## config.mk

```make
export PLATFORM = sky130hd
export DESIGN_NAME = sp_div_prescale
export DESIGN_NICKNAME = d
export VERILOG_FILES = /design/src/rtl/fdx_pkg.sv /design/src/rtl/fdx_classify.sv /design/src/rtl/fdx_special.sv /design/src/rtl/fdx_window.sv /design/src/rtl/fdx_scale.sv /design/src/rtl/sp_div_prescale.sv
export SDC_FILE = /design/constraint.sdc
export NUM_CORES = 1
export LEC_CHECK = 0
export CAP_MARGIN = 20
export CORE_MARGIN = 2
export CORE_UTILIZATION = 48
export DETAILED_ROUTE_END_ITERATION = 10
export GPL_TIMING_DRIVEN = 1
export PLACE_DENSITY = 0.82
export SLEW_MARGIN = 20
export SYNTH_ARGS = -nofsm -noshare
export SYNTH_HDL_FRONTEND = slang
export SYNTH_SLANG_ARGS = --single-unit
```

## constraint.sdc

```tcl
create_clock -name vclk -period 16.3
set_input_delay 3.26 -clock vclk [all_inputs]
set_output_delay 3.26 -clock vclk [all_outputs]
set_load 0.02 [all_outputs]
```

## src/rtl/fdx_pkg.sv

```systemverilog
package fdx_pkg;
  localparam int EXP_W  = 8;
  localparam int FRAC_W = 23;
  localparam int WORD_W = 1 + EXP_W + FRAC_W;
  localparam int NX_W   = EXP_W + 2;
  localparam int BIAS   = (1 << (EXP_W - 1)) - 1;
  localparam int EXP_TOP = (1 << EXP_W) - 2;

  // exponent ladder thresholds and scale amounts
  localparam int LOW_Q     = FRAC_W;
  localparam int HIGH_Q    = EXP_TOP - 24;
  localparam int NUM_SMALL = FRAC_W + 2;
  localparam int DEN_SMALL = 1;
  localparam int DEN_BIG   = EXP_TOP - 2;
  localparam int SH_BIG    = 64;
  localparam int SH_MID    = 32;

  localparam logic [7:0] ADJ_LOWQ  = 8'h80;
  localparam logic [7:0] ADJ_HIGHQ = 8'h40;

  localparam logic [WORD_W-1:0] W_ONE = {1'b0, 1'b0, {(EXP_W-1){1'b1}}, {FRAC_W{1'b0}}};
  localparam logic [WORD_W-1:0] W_NAN = '1;

  typedef struct packed {
    logic                   nan;
    logic                   snan;
    logic                   inf;
    logic                   zero;
    logic                   sign;
    logic [EXP_W-1:0]       gexp;
    logic signed [NX_W-1:0] nexp;
    logic [FRAC_W-1:0]      nfrac;
  } opnd_t;
endpackage

```

## src/rtl/fdx_classify.sv

```systemverilog
module fdx_classify
  import fdx_pkg::*;
(
  input  logic [WORD_W-1:0] word_i,
  output opnd_t             info_o
);
  localparam int LZ_W = $clog2(FRAC_W);

  logic [EXP_W-1:0]  ex;
  logic [FRAC_W-1:0] fr;
  logic              sub;
  logic [LZ_W-1:0]   msb;

  assign ex  = word_i[WORD_W-2 -: EXP_W];
  assign fr  = word_i[FRAC_W-1:0];
  assign sub = (ex == '0) && (fr != '0);

  always_comb begin
    msb = '0;
    for (int i = 0; i < FRAC_W; i++) begin
      if (fr[i]) msb = LZ_W'(i);
    end
  end

  always_comb begin
    info_o.nan  = (ex == '1) && (fr != '0);
    info_o.snan = info_o.nan && !fr[FRAC_W-1];
    info_o.inf  = (ex == '1) && (fr == '0);
    info_o.zero = (ex == '0) && (fr == '0);
    info_o.sign = word_i[WORD_W-1];
    info_o.gexp = sub ? EXP_W'(1) : ex;
    if (sub) begin
      info_o.nexp  = NX_W'(int'(msb) - (FRAC_W - 1));
      info_o.nfrac = fr << (FRAC_W - int'(msb));
    end else begin
      info_o.nexp  = $signed({2'b00, ex});
      info_o.nfrac = fr;
    end
  end
endmodule

```

## src/rtl/fdx_special.sv

```systemverilog
module fdx_special
  import fdx_pkg::*;
(
  input  opnd_t             n_i,
  input  opnd_t             d_i,
  output logic              hit_o,
  output logic [WORD_W-1:0] num_o,
  output logic [WORD_W-1:0] den_o,
  output logic [WORD_W-1:0] seed_o,
  output logic              inv_o,
  output logic              dbz_o
);
  logic sx;
  assign sx = n_i.sign ^ d_i.sign;

  always_comb begin
    hit_o  = 1'b1;
    num_o  = W_NAN;
    den_o  = W_ONE;
    seed_o = W_ONE;
    inv_o  = 1'b0;
    dbz_o  = 1'b0;
    if (n_i.nan || d_i.nan) begin
      den_o  = W_NAN;
      seed_o = W_NAN;
      inv_o  = n_i.snan || d_i.snan;
    end else if ((n_i.inf && d_i.inf) || (n_i.zero && d_i.zero)) begin
      den_o  = W_NAN;
      seed_o = W_NAN;
      inv_o  = 1'b1;
    end else if (d_i.zero) begin
      num_o = {sx, {EXP_W{1'b1}}, {FRAC_W{1'b0}}};
      dbz_o = 1'b1;
    end else if (d_i.inf || n_i.zero) begin
      num_o = {sx, {(WORD_W-1){1'b0}}};
    end else if (n_i.inf) begin
      num_o = {sx, {EXP_W{1'b1}}, {FRAC_W{1'b0}}};
    end else begin
      hit_o  = 1'b0;
      num_o  = '0;
      den_o  = '0;
      seed_o = '0;
    end
  end

  always_comb begin

    flag_excl_chk: assert (!(inv_o && dbz_o))
      else $error("invalid and divide-by-zero raised together");
  end
endmodule

```

## src/rtl/fdx_window.sv

```systemverilog
module fdx_window
  import fdx_pkg::*;
(
  input  logic [EXP_W-1:0]       ne_i,
  input  logic [EXP_W-1:0]       de_i,
  output logic [7:0]             adj_o,
  output logic signed [NX_W-1:0] nsh_o,
  output logic signed [NX_W-1:0] dsh_o
);
  logic signed [NX_W:0] q;
  assign q = $signed({3'b000, ne_i}) - $signed({3'b000, de_i}) + (NX_W+1)'(BIAS);

  always_comb begin
    adj_o = '0;
    nsh_o = '0;
    dsh_o = '0;
    if (q <= (NX_W+1)'(LOW_Q)) begin
      adj_o = ADJ_LOWQ;
      nsh_o = NX_W'(SH_BIG);
      dsh_o = -NX_W'(SH_BIG);
    end else if (q > (NX_W+1)'(HIGH_Q)) begin
      adj_o = ADJ_HIGHQ;
      nsh_o = -NX_W'(SH_MID);
      dsh_o = NX_W'(SH_MID);
    end else if (ne_i <= EXP_W'(NUM_SMALL)) begin
      nsh_o = NX_W'(SH_BIG);
      dsh_o = NX_W'(SH_BIG);
    end else if (de_i <= EXP_W'(DEN_SMALL)) begin
      nsh_o = NX_W'(SH_MID);
      dsh_o = NX_W'(SH_MID);
    end else if (de_i > EXP_W'(DEN_BIG)) begin
      nsh_o = -NX_W'(SH_MID);
      dsh_o = -NX_W'(SH_MID);
    end
  end
endmodule

```

## src/rtl/fdx_scale.sv

```systemverilog
module fdx_scale
  import fdx_pkg::*;
(
  input  opnd_t                  op_i,
  input  logic signed [NX_W-1:0] sh_i,
  output logic [WORD_W-1:0]      word_o
);
  logic signed [NX_W-1:0] ex;
  assign ex     = op_i.nexp + sh_i;
  assign word_o = {op_i.sign, ex[EXP_W-1:0], op_i.nfrac};
endmodule

```

## src/rtl/sp_div_prescale.sv

```systemverilog
module sp_div_prescale
  import fdx_pkg::*;
(
  input  logic [31:0] num_i,
  input  logic [31:0] den_i,
  output logic [31:0] num_o,
  output logic [31:0] den_o,
  output logic [31:0] seed_o,
  output logic [7:0]  adj_o,
  output logic        iter_o,
  output logic        inv_o,
  output logic        dbz_o
);
  localparam int NOPS = 2;

  logic [WORD_W-1:0]      words [NOPS];
  opnd_t                  ops   [NOPS];
  logic signed [NX_W-1:0] shs   [NOPS];
  logic [WORD_W-1:0]      scl   [NOPS];

  logic              sp_hit, sp_inv, sp_dbz;
  logic [WORD_W-1:0] sp_num, sp_den, sp_seed;
  logic [7:0]        win_adj;

  assign words[0] = num_i;
  assign words[1] = den_i;

  for (genvar g = 0; g < NOPS; g++) begin : g_op
    fdx_classify u_cls (.word_i(words[g]), .info_o(ops[g]));
    fdx_scale    u_scl (.op_i(ops[g]), .sh_i(shs[g]), .word_o(scl[g]));
  end

  fdx_special u_sp (
    .n_i(ops[0]), .d_i(ops[1]), .hit_o(sp_hit),
    .num_o(sp_num), .den_o(sp_den), .seed_o(sp_seed),
    .inv_o(sp_inv), .dbz_o(sp_dbz)
  );

  fdx_window u_win (
    .ne_i(ops[0].gexp), .de_i(ops[1].gexp),
    .adj_o(win_adj), .nsh_o(shs[0]), .dsh_o(shs[1])
  );

  always_comb begin
    iter_o = !sp_hit;
    inv_o  = sp_inv;
    dbz_o  = sp_dbz;
    if (sp_hit) begin
      num_o  = sp_num;
      den_o  = sp_den;
      seed_o = sp_seed;
      adj_o  = '0;
    end else begin
      num_o  = scl[0];
      den_o  = scl[1];
      seed_o = '0;
      adj_o  = win_adj;
    end
  end

  always_comb begin

    iter_clean_chk: assert (!iter_o || (seed_o == '0 && !inv_o && !dbz_o))
      else $error("iterate case carries a seed or a flag");

    scaled_normal_chk: assert (!iter_o ||
        (num_o[30:23] != 8'h00 && num_o[30:23] != 8'hFF &&
         den_o[30:23] != 8'h00 && den_o[30:23] != 8'hFF))
      else $error("scaled operand left the normal range");

    adj_only_iter_chk: assert (iter_o || adj_o == '0)
      else $error("adjust code on a special case");

    dbz_shape_chk: assert (!dbz_o || (num_o[30:0] == 31'h7F800000 && den_o == W_ONE && seed_o == W_ONE))
      else $error("divide-by-zero result malformed");
  end
endmodule

```

==> Word level (Yosys, flattened, before mapping) <==
Cells that the tools add are included.
{ "classes": {"add_sub_neg": 8, "n_lt_le_gt_ge": 5, "eq_ne": 2, "shift": 2, "n_mux": 81, "bitwise_logic": 1, "reduce_logical": 25} }
{ "ops": {"columns": ["cell", "count"], "rows": [
  ["32-bit 2-to-1 mux", 12],
  ["8-bit 2-to-1 mux", 11],
  ["5-bit 2-to-1 mux", 14],
  ["4-bit 2-to-1 mux", 16],
  ["23-bit by 32-bit << shifter with 23-bit output", 2],
  ["31-bit 2-to-1 mux", 2],
  ["23-bit logical NOT", 2],
  ["23-bit nonzero test", 2],
  ["30-bit 2-to-1 mux", 1],
  ["3-bit 2-to-1 mux", 8],
  ["8-bit adder", 2],
  ["8-bit equality test (second input constant)", 2],
  ["8-bit logical NOT", 2],
  ["1-bit logical AND", 12],
  ["1-bit 2-to-1 mux", 12],
  ["5-bit by 5-bit subtractor with 6-bit output (first input constant)", 2],
  ["5-bit by 5-bit subtractor with 6-bit output (second input constant)", 2],
  ["11-bit by 8-bit adder with 11-bit output (second input constant)", 1],
  ["11-bit by 9-bit > comparator with 1-bit output (second input constant)", 1],
  ["11-bit by 6-bit <= comparator with 1-bit output (second input constant)", 1],
  ["8-bit by 8-bit subtractor with 9-bit output", 1],
  ["8-bit > comparator (second input constant)", 1],
  ["8-bit by 1-bit <= comparator with 1-bit output (second input constant)", 1],
  ["8-bit by 5-bit <= comparator with 1-bit output (second input constant)", 1],
  ["other kinds (5)", 13]
]} }
{ "totals": {"register_bits": 0, "input_bits": 64, "out_inout_bits": 107} }

==> Depth between registers and ports, before layout <==
Gate-level depths: netlist (run 1).
{ "depth": {"depth_word": 27, "depth_mapped": 28, "depth_no_buf": 24} }

==> Hierarchy <==
From an unflattened synthesis (run 1), not the netlist that was laid out.
{ "hier_totals": {"hier_cells": 1134, "hier_area_um2": 8230.4} }
{ "modules_own_cells": {"columns": ["mod", "instances", "cells_per_inst", "area_per_inst_um2"], "rows": [
  ["fdx_classify", 2, 326, 2184.6],
  ["sp_div_prescale", 1, 117, 1086.0],
  ["fdx_scale", 2, 66, 511.7],
  ["fdx_window", 1, 127, 965.9],
  ["fdx_special", 1, 106, 785.8]
]} }

==> Worst setup path after synthesis (run 1) <==
Ideal clock, no wire load.
{ "synth_timing": {"kind": "input port to output port", "start": "input den_i[12]", "end": "output num_o[30]", "t_arrival_ps": 8962, "required_time_ps": 13040, "path_slack_ps": 4078, "stages": 28, "n_path_buf": 4, "path_cell_list": "clkbuf_1 nor4_1 and4_1 nand4_1 nand2_1 clkbuf_1 clkbuf_1 nand2b_1 ha_1 inv_1 ha_1 inv_1 ha_1 nand2b_1 or4_1 o311ai_1 o22ai_1 a221o_1 a211o_1 and2_0 clkbuf_1 a21oi_1 ha_1 inv_1 fa_1 xor2_1 and3_1 o31ai_1"} }
{ "synth_via": {"elab_chain_cells": 11} }
{ "synth_lines": {"columns": ["item", "line", "text"], "rows": [
  ["from (decl)", "sp_div_prescale.sv:5", "input logic [31:0] den_i,"],
  ["parallel branches: the longest is 10 deep, another holds 11-bit by 8-bit adder with 11-bit output", null, null],
  ["32-bit 2-to-1 mux (*)", "sp_div_prescale.sv:48", "if (sp_hit) begin"],
  ["to (decl)", "sp_div_prescale.sv:6", "output logic [31:0] num_o,"]
]} }
Every way passes the cells marked *.

==> Worst setup path after layout (run 1) <==
{ "layout_timing": {"start": "input den_i[9]", "end": "output den_o[30]"} }
{ "layout_via": {"elab_chain_cells": 18} }
{ "layout_lines": {"columns": ["item", "line", "text"], "rows": [
  ["parallel branches: the longest is 17 deep, another holds 11-bit by 8-bit adder with 11-bit output", null, null],
  ["32-bit 2-to-1 mux (*)", "sp_div_prescale.sv:48", null],
  ["to (decl)", "sp_div_prescale.sv:7", "output logic [31:0] den_o,"]
]} }
Marked as above.

==> results.cfg, run 1 <==
[placement]
routabilityCongestion = 1.04
place_ws_ns = 2.63
hpwl_mm = 16.4
placedCellCount = 1051
place_area_um2 = 6680
numPortBuffers = 165

[global_route]
grt_pass1_wl_mm = 32.7
grt_max_degree = 58
grt_pass1_vias = 6326
grtUsageTotal_pct = 33.3
grt_antenna_before_repair = 0
gr-total-overflow = 0

[power_and_ir_drop]
p_seq_share_pct = 0
pwr-share-comb_pct = 100.0
clkPwrFrac_pct = 0
fin_total_pwr_mw = 0.236
vdd_drop_max_uv = 29.8
leakagePower_nw = 2.67
p_int_mw = 0.101
swShare_pct = 57.3
power_density_nw_per_um2 = 35.3
p_sw_mw = 0.135

[worst_hold_path]
hp-class = in2out
hold_depth = 4

[floorplan]
fp-row-count = 38
start_util_pct = 49.4
die_w_um = 110
dieHeight_um = 110
io_pins = 171
dieArea_um2 = 12100
core_area_um2 = 10900

[setup_path]
path_delay_family = simple AND/OR/NAND/NOR gates
critical_path.endpoint_type = output port
crit_top_cell = ha_1
worstPathArrival_ns = 10.57
cp_num_buf_inv = 5
slowest_stage = nand2_1
cp.depth = 26
critPathMaxFanout = 21
cp.required_ns = 13.04
crit_type = in2out
max_stage_delay_ns = 0.70
cp-start-kind = input pin

[layout]
seq_cells = 0
seqCellArea_um2 = 0
syn2layout_area_growth_pct = 23.6
n_clock_buffer = 0
postLayoutCellArea_um2 = 6680
fin_util_pct = 61.1
stdcell_count = 1051
drive_above_1_share_pct = 4.17
diodes = 0
fin_nets = 997

[sta]
fmax_ghz = 0.0723
setup_tns_ns = 0
final.min_clock_period_ns = 13.83
holdWs_ns = 7.59
tightestPinTransition_ns = 1.13
hold_viol = 0
setup_viol = 0
grt_setup_unrepaired = no
slew_viol_final = 0
setup_slack_ns = 2.47
fin_crit_sh_pct = 84.9
max-slew-margin-rel_pct = 24.8

[clock_network]
cts_hold_buf = 0
postCtsSetupBuffers = 0
post_cts_resized = 0

[route]
routed_wl_mm = 21.5
via_per_inst = 6.80
vias = 7148
dr.pass1.iters = 6
drcViolationCount = 0
drtAntennaViolNets = 0
drt_iter0_drc = 708
wl_per_cell_um = 20.5

[synthesis]
synth.avg_cell_area_um2 = 6.38
synth_most_common_cell = nor2_1
synth.cells.most_frequent = nor2_1 (84), mux2i_1 (73), nand2_1 (69), a21oi_1 (65), o21ai_0 (54)
synth_area_leaders = mux2i_1 (14%), a21oi_1 (6.0%), nor2_1 (5.8%)
ys_types = 87
yosysTopAreaCellShare_pct = 13.5
synthCells = 847
ys.warnings.count = 0
synth_area_um2 = 5410
yosysTopAreaCell = mux2i_1
seq_area_frac_synth_pct = 0

[run]
cap_violations = 0

[run_status]
status = completed
layout by cell type, fill, tap and decap left out, types with 13 or more instances in the layout:
cell / synthesis / final
nand2b_1: 14 / 14
a21oi_1: 65 / 65
clkdlybuf4s50_1: 0 / 165
mux2i_1: 73 / 73
nand3_1: 17 / 17
nor2_1: 84 / 84
nand2_1: 69 / 69
o22ai_1: 15 / 14
a221oi_1: 13 / 13
o21ai_0: 54 / 54
a22oi_1: 23 / 23
nor3_1: 28 / 28
inv_1: 32 / 32
ha_1: 18 / 18
worst min-delay path, stage by stage:
cell	delay [ns]
clkdlybuf4s50_1	0.43
nand2_1	0.07
nand2_1	0.05
clkdlybuf4s50_1	0.53
power by group through the flow:
stage	sequential, mW	clock, mW	combinational, mW
floorplan	0	0	0.151
global placement	0	0	0.230
detailed placement	0	0	0.230
CTS	0	0	0.231
global route	0	0	0.252
finish	0	0	0.236
kinds of logic after synthesis:
group	after synthesis	share of synthesized area, %
and+or+nand+nor	285	25.5
xor gates and xnor gates	7	1.13
AOI/OAI and AO/OA	305	39.1
other	1	0.0694
buffers and inverters	148	14.0
adders and majority gates	20	4.91
muxes	81	15.3
routing by layer:
layer / wire, um / track usage (%)
met2: 9790 / 54.6
met1: 8390 / 45.0
met3: 2450 / 3.00
met5: 0 / 0
met4: 907 / 13.2
final timing paths:
kind	from	end	slack, ns
min	den_i[31]	den_o[31]	7.59
max	den_i[9]	den_o[30]	2.47
area by class of cell:
type                            count  area [um^2]
Fill cell                        1032         4260
Timing Repair Buffer              171         1700
Tap cell                          140          175
Inverter                           36          135
Multi-Input combinational cell    704         4670
No activity file was read; power rests on OpenSTA's default activity.
==> inputs of run 2 (changes only) <==
==> constraint.sdc (replaced) <==
create_clock -name vclk -period 14.36
set_input_delay 2.872 -clock vclk [all_inputs]
set_output_delay 2.872 -clock vclk [all_outputs]
set_load 0.02 [all_outputs]
==> run 2 against run 1 <==
Power is 14% higher; largest power group unchanged; critical endpoint unchanged; setup slack worse by 1.2 ns; clock-buffer cell count stayed put; highest routed layer unchanged.
==> results.cfg, run 2 (synthesis gave the netlist of run 1 again) <==
[placement]
place_ws_ns = 1.47
place_area_um2 = 6680
routabilityCongestion = 1.03
numPortBuffers = 165
hpwl_mm = 16.4
placedCellCount = 1051

[global_route]
grtUsageTotal_pct = 33.8
gr-total-overflow = 0
grt_antenna_before_repair = 0
grt_pass1_wl_mm = 33.1
grt_max_degree = 58
grt_pass1_vias = 6350

[route]
drcViolationCount = 0
dr.pass1.iters = 5
wl_per_cell_um = 20.6
drt_iter0_drc = 760
drtAntennaViolNets = 0
routed_wl_mm = 21.6
via_per_inst = 6.81
vias = 7153

[sta]
hold_viol = 0
setup_slack_ns = 1.31
fmax_ghz = 0.0766
fin_crit_sh_pct = 90.9
setup_tns_ns = 0
setup_viol = 0
max-slew-margin-rel_pct = 22.0
grt_setup_unrepaired = no
tightestPinTransition_ns = 1.17
slew_viol_final = 0
final.min_clock_period_ns = 13.05

[setup_path]
critPathMaxFanout = 21
cp-start-kind = input pin
critical_path.endpoint_type = output port
worstPathArrival_ns = 10.18
cp.required_ns = 11.49
crit_type = in2out

[floorplan]
die_w_um = 110
start_util_pct = 49.4
fp-row-count = 38
dieArea_um2 = 12100
dieHeight_um = 110
io_pins = 171
core_area_um2 = 10900

[layout]
fin_nets = 997
n_clock_buffer = 0
seqCellArea_um2 = 0
syn2layout_area_growth_pct = 23.6
postLayoutCellArea_um2 = 6680
final_common_cell = clkdlybuf4s50_1
diodes = 0
drive_above_1_share_pct = 4.17
seq_cells = 0
final_cell_mix = clkdlybuf4s50_1 (165), nor2_1 (84), mux2i_1 (73)
stdcell_count = 1051

[worst_hold_path]
hold_depth = 4
min_to = den_o[31]
hp-class = in2out
hold_start = den_i[31]

[clock_network]
cts_hold_buf = 0
postCtsSetupBuffers = 0
post_cts_resized = 0

[power_and_ir_drop]
vdd_drop_max_uv = 30.6
power_density_nw_per_um2 = 40.1
leakagePower_nw = 2.67

[run_status]
status = completed

[run]
cap_violations = 0
[run 2: cell counts in the layout (fill, tap and decap cells not counted)]
Identical to the previous run, type by type.
[run 2: layout make-up]
class / instances / area, um^2
Fill cell: 1065 / 4260
Tap cell: 140 / 175
Multi-Input combinational cell: 704 / 4670
Inverter: 36 / 135
Timing Repair Buffer: 171 / 1700
[run 2: worst max path at each step]
stage,from,endpoint
after floorplan,den_i[12],num_o[30]
after global placement,den_i[9],den_o[30]
after detailed placement,den_i[9],den_o[30]
after CTS,den_i[9],den_o[30]
after global routing,den_i[12],den_o[30]
final,den_i[9],den_o[30]
[run 2: routing by layer]
metal / GRT usage, % / vias to the layer above / part of all wire, %
met1: 46.5 / 3285 / 41
met3: 2.94 / 81 / 9.9
met5: 0 / - / 0
met2: 55.3 / 507 / 45
li1: - / 3280 / -
met4: 11.7 / 0 / 3.8
[run 2: metrics by stage]
stage	utilization (%)	hold slack, ns	power, mW
floorplan	-	5.91	0.172
global placement	61.1	6.83	0.260
detailed placement	61.1	6.82	0.261
CTS	61.1	6.83	0.262
global route	61.1	6.86	0.286
finish	61.1	6.83	0.268
[run 2: critical path, stage by stage]
cell             delay, ns
clkdlybuf4s50_1       0.61
nor4_1                0.48
and4_1                0.26
nand4_1               0.31
nand2_1               0.75
nand2b_1              0.20
ha_1                  0.30
inv_1                 0.07
ha_1                  0.27
inv_1                 0.07
ha_1                  0.23
nand2b_1              0.07
or4_1                 0.39
o311ai_1              0.09
o22ai_1               0.12
a221o_1               0.36
a211o_1               0.32
and2_0                0.26
a21oi_1               0.24
ha_1                  0.17
inv_1                 0.04
fa_1                  0.37
xnor2_1               0.17
a2111o_1              0.39
nand4_1               0.10
clkdlybuf4s50_1       0.64
[run 2: power breakdown]
| part | switching [mW] | internal [mW] | total (mW) |
|---|---|---|---|
| Combinational | 0.154 | 0.114 | 0.268 |
| Sequential | 0 | 0 | 0 |
| Clock | 0 | 0 | 0 |
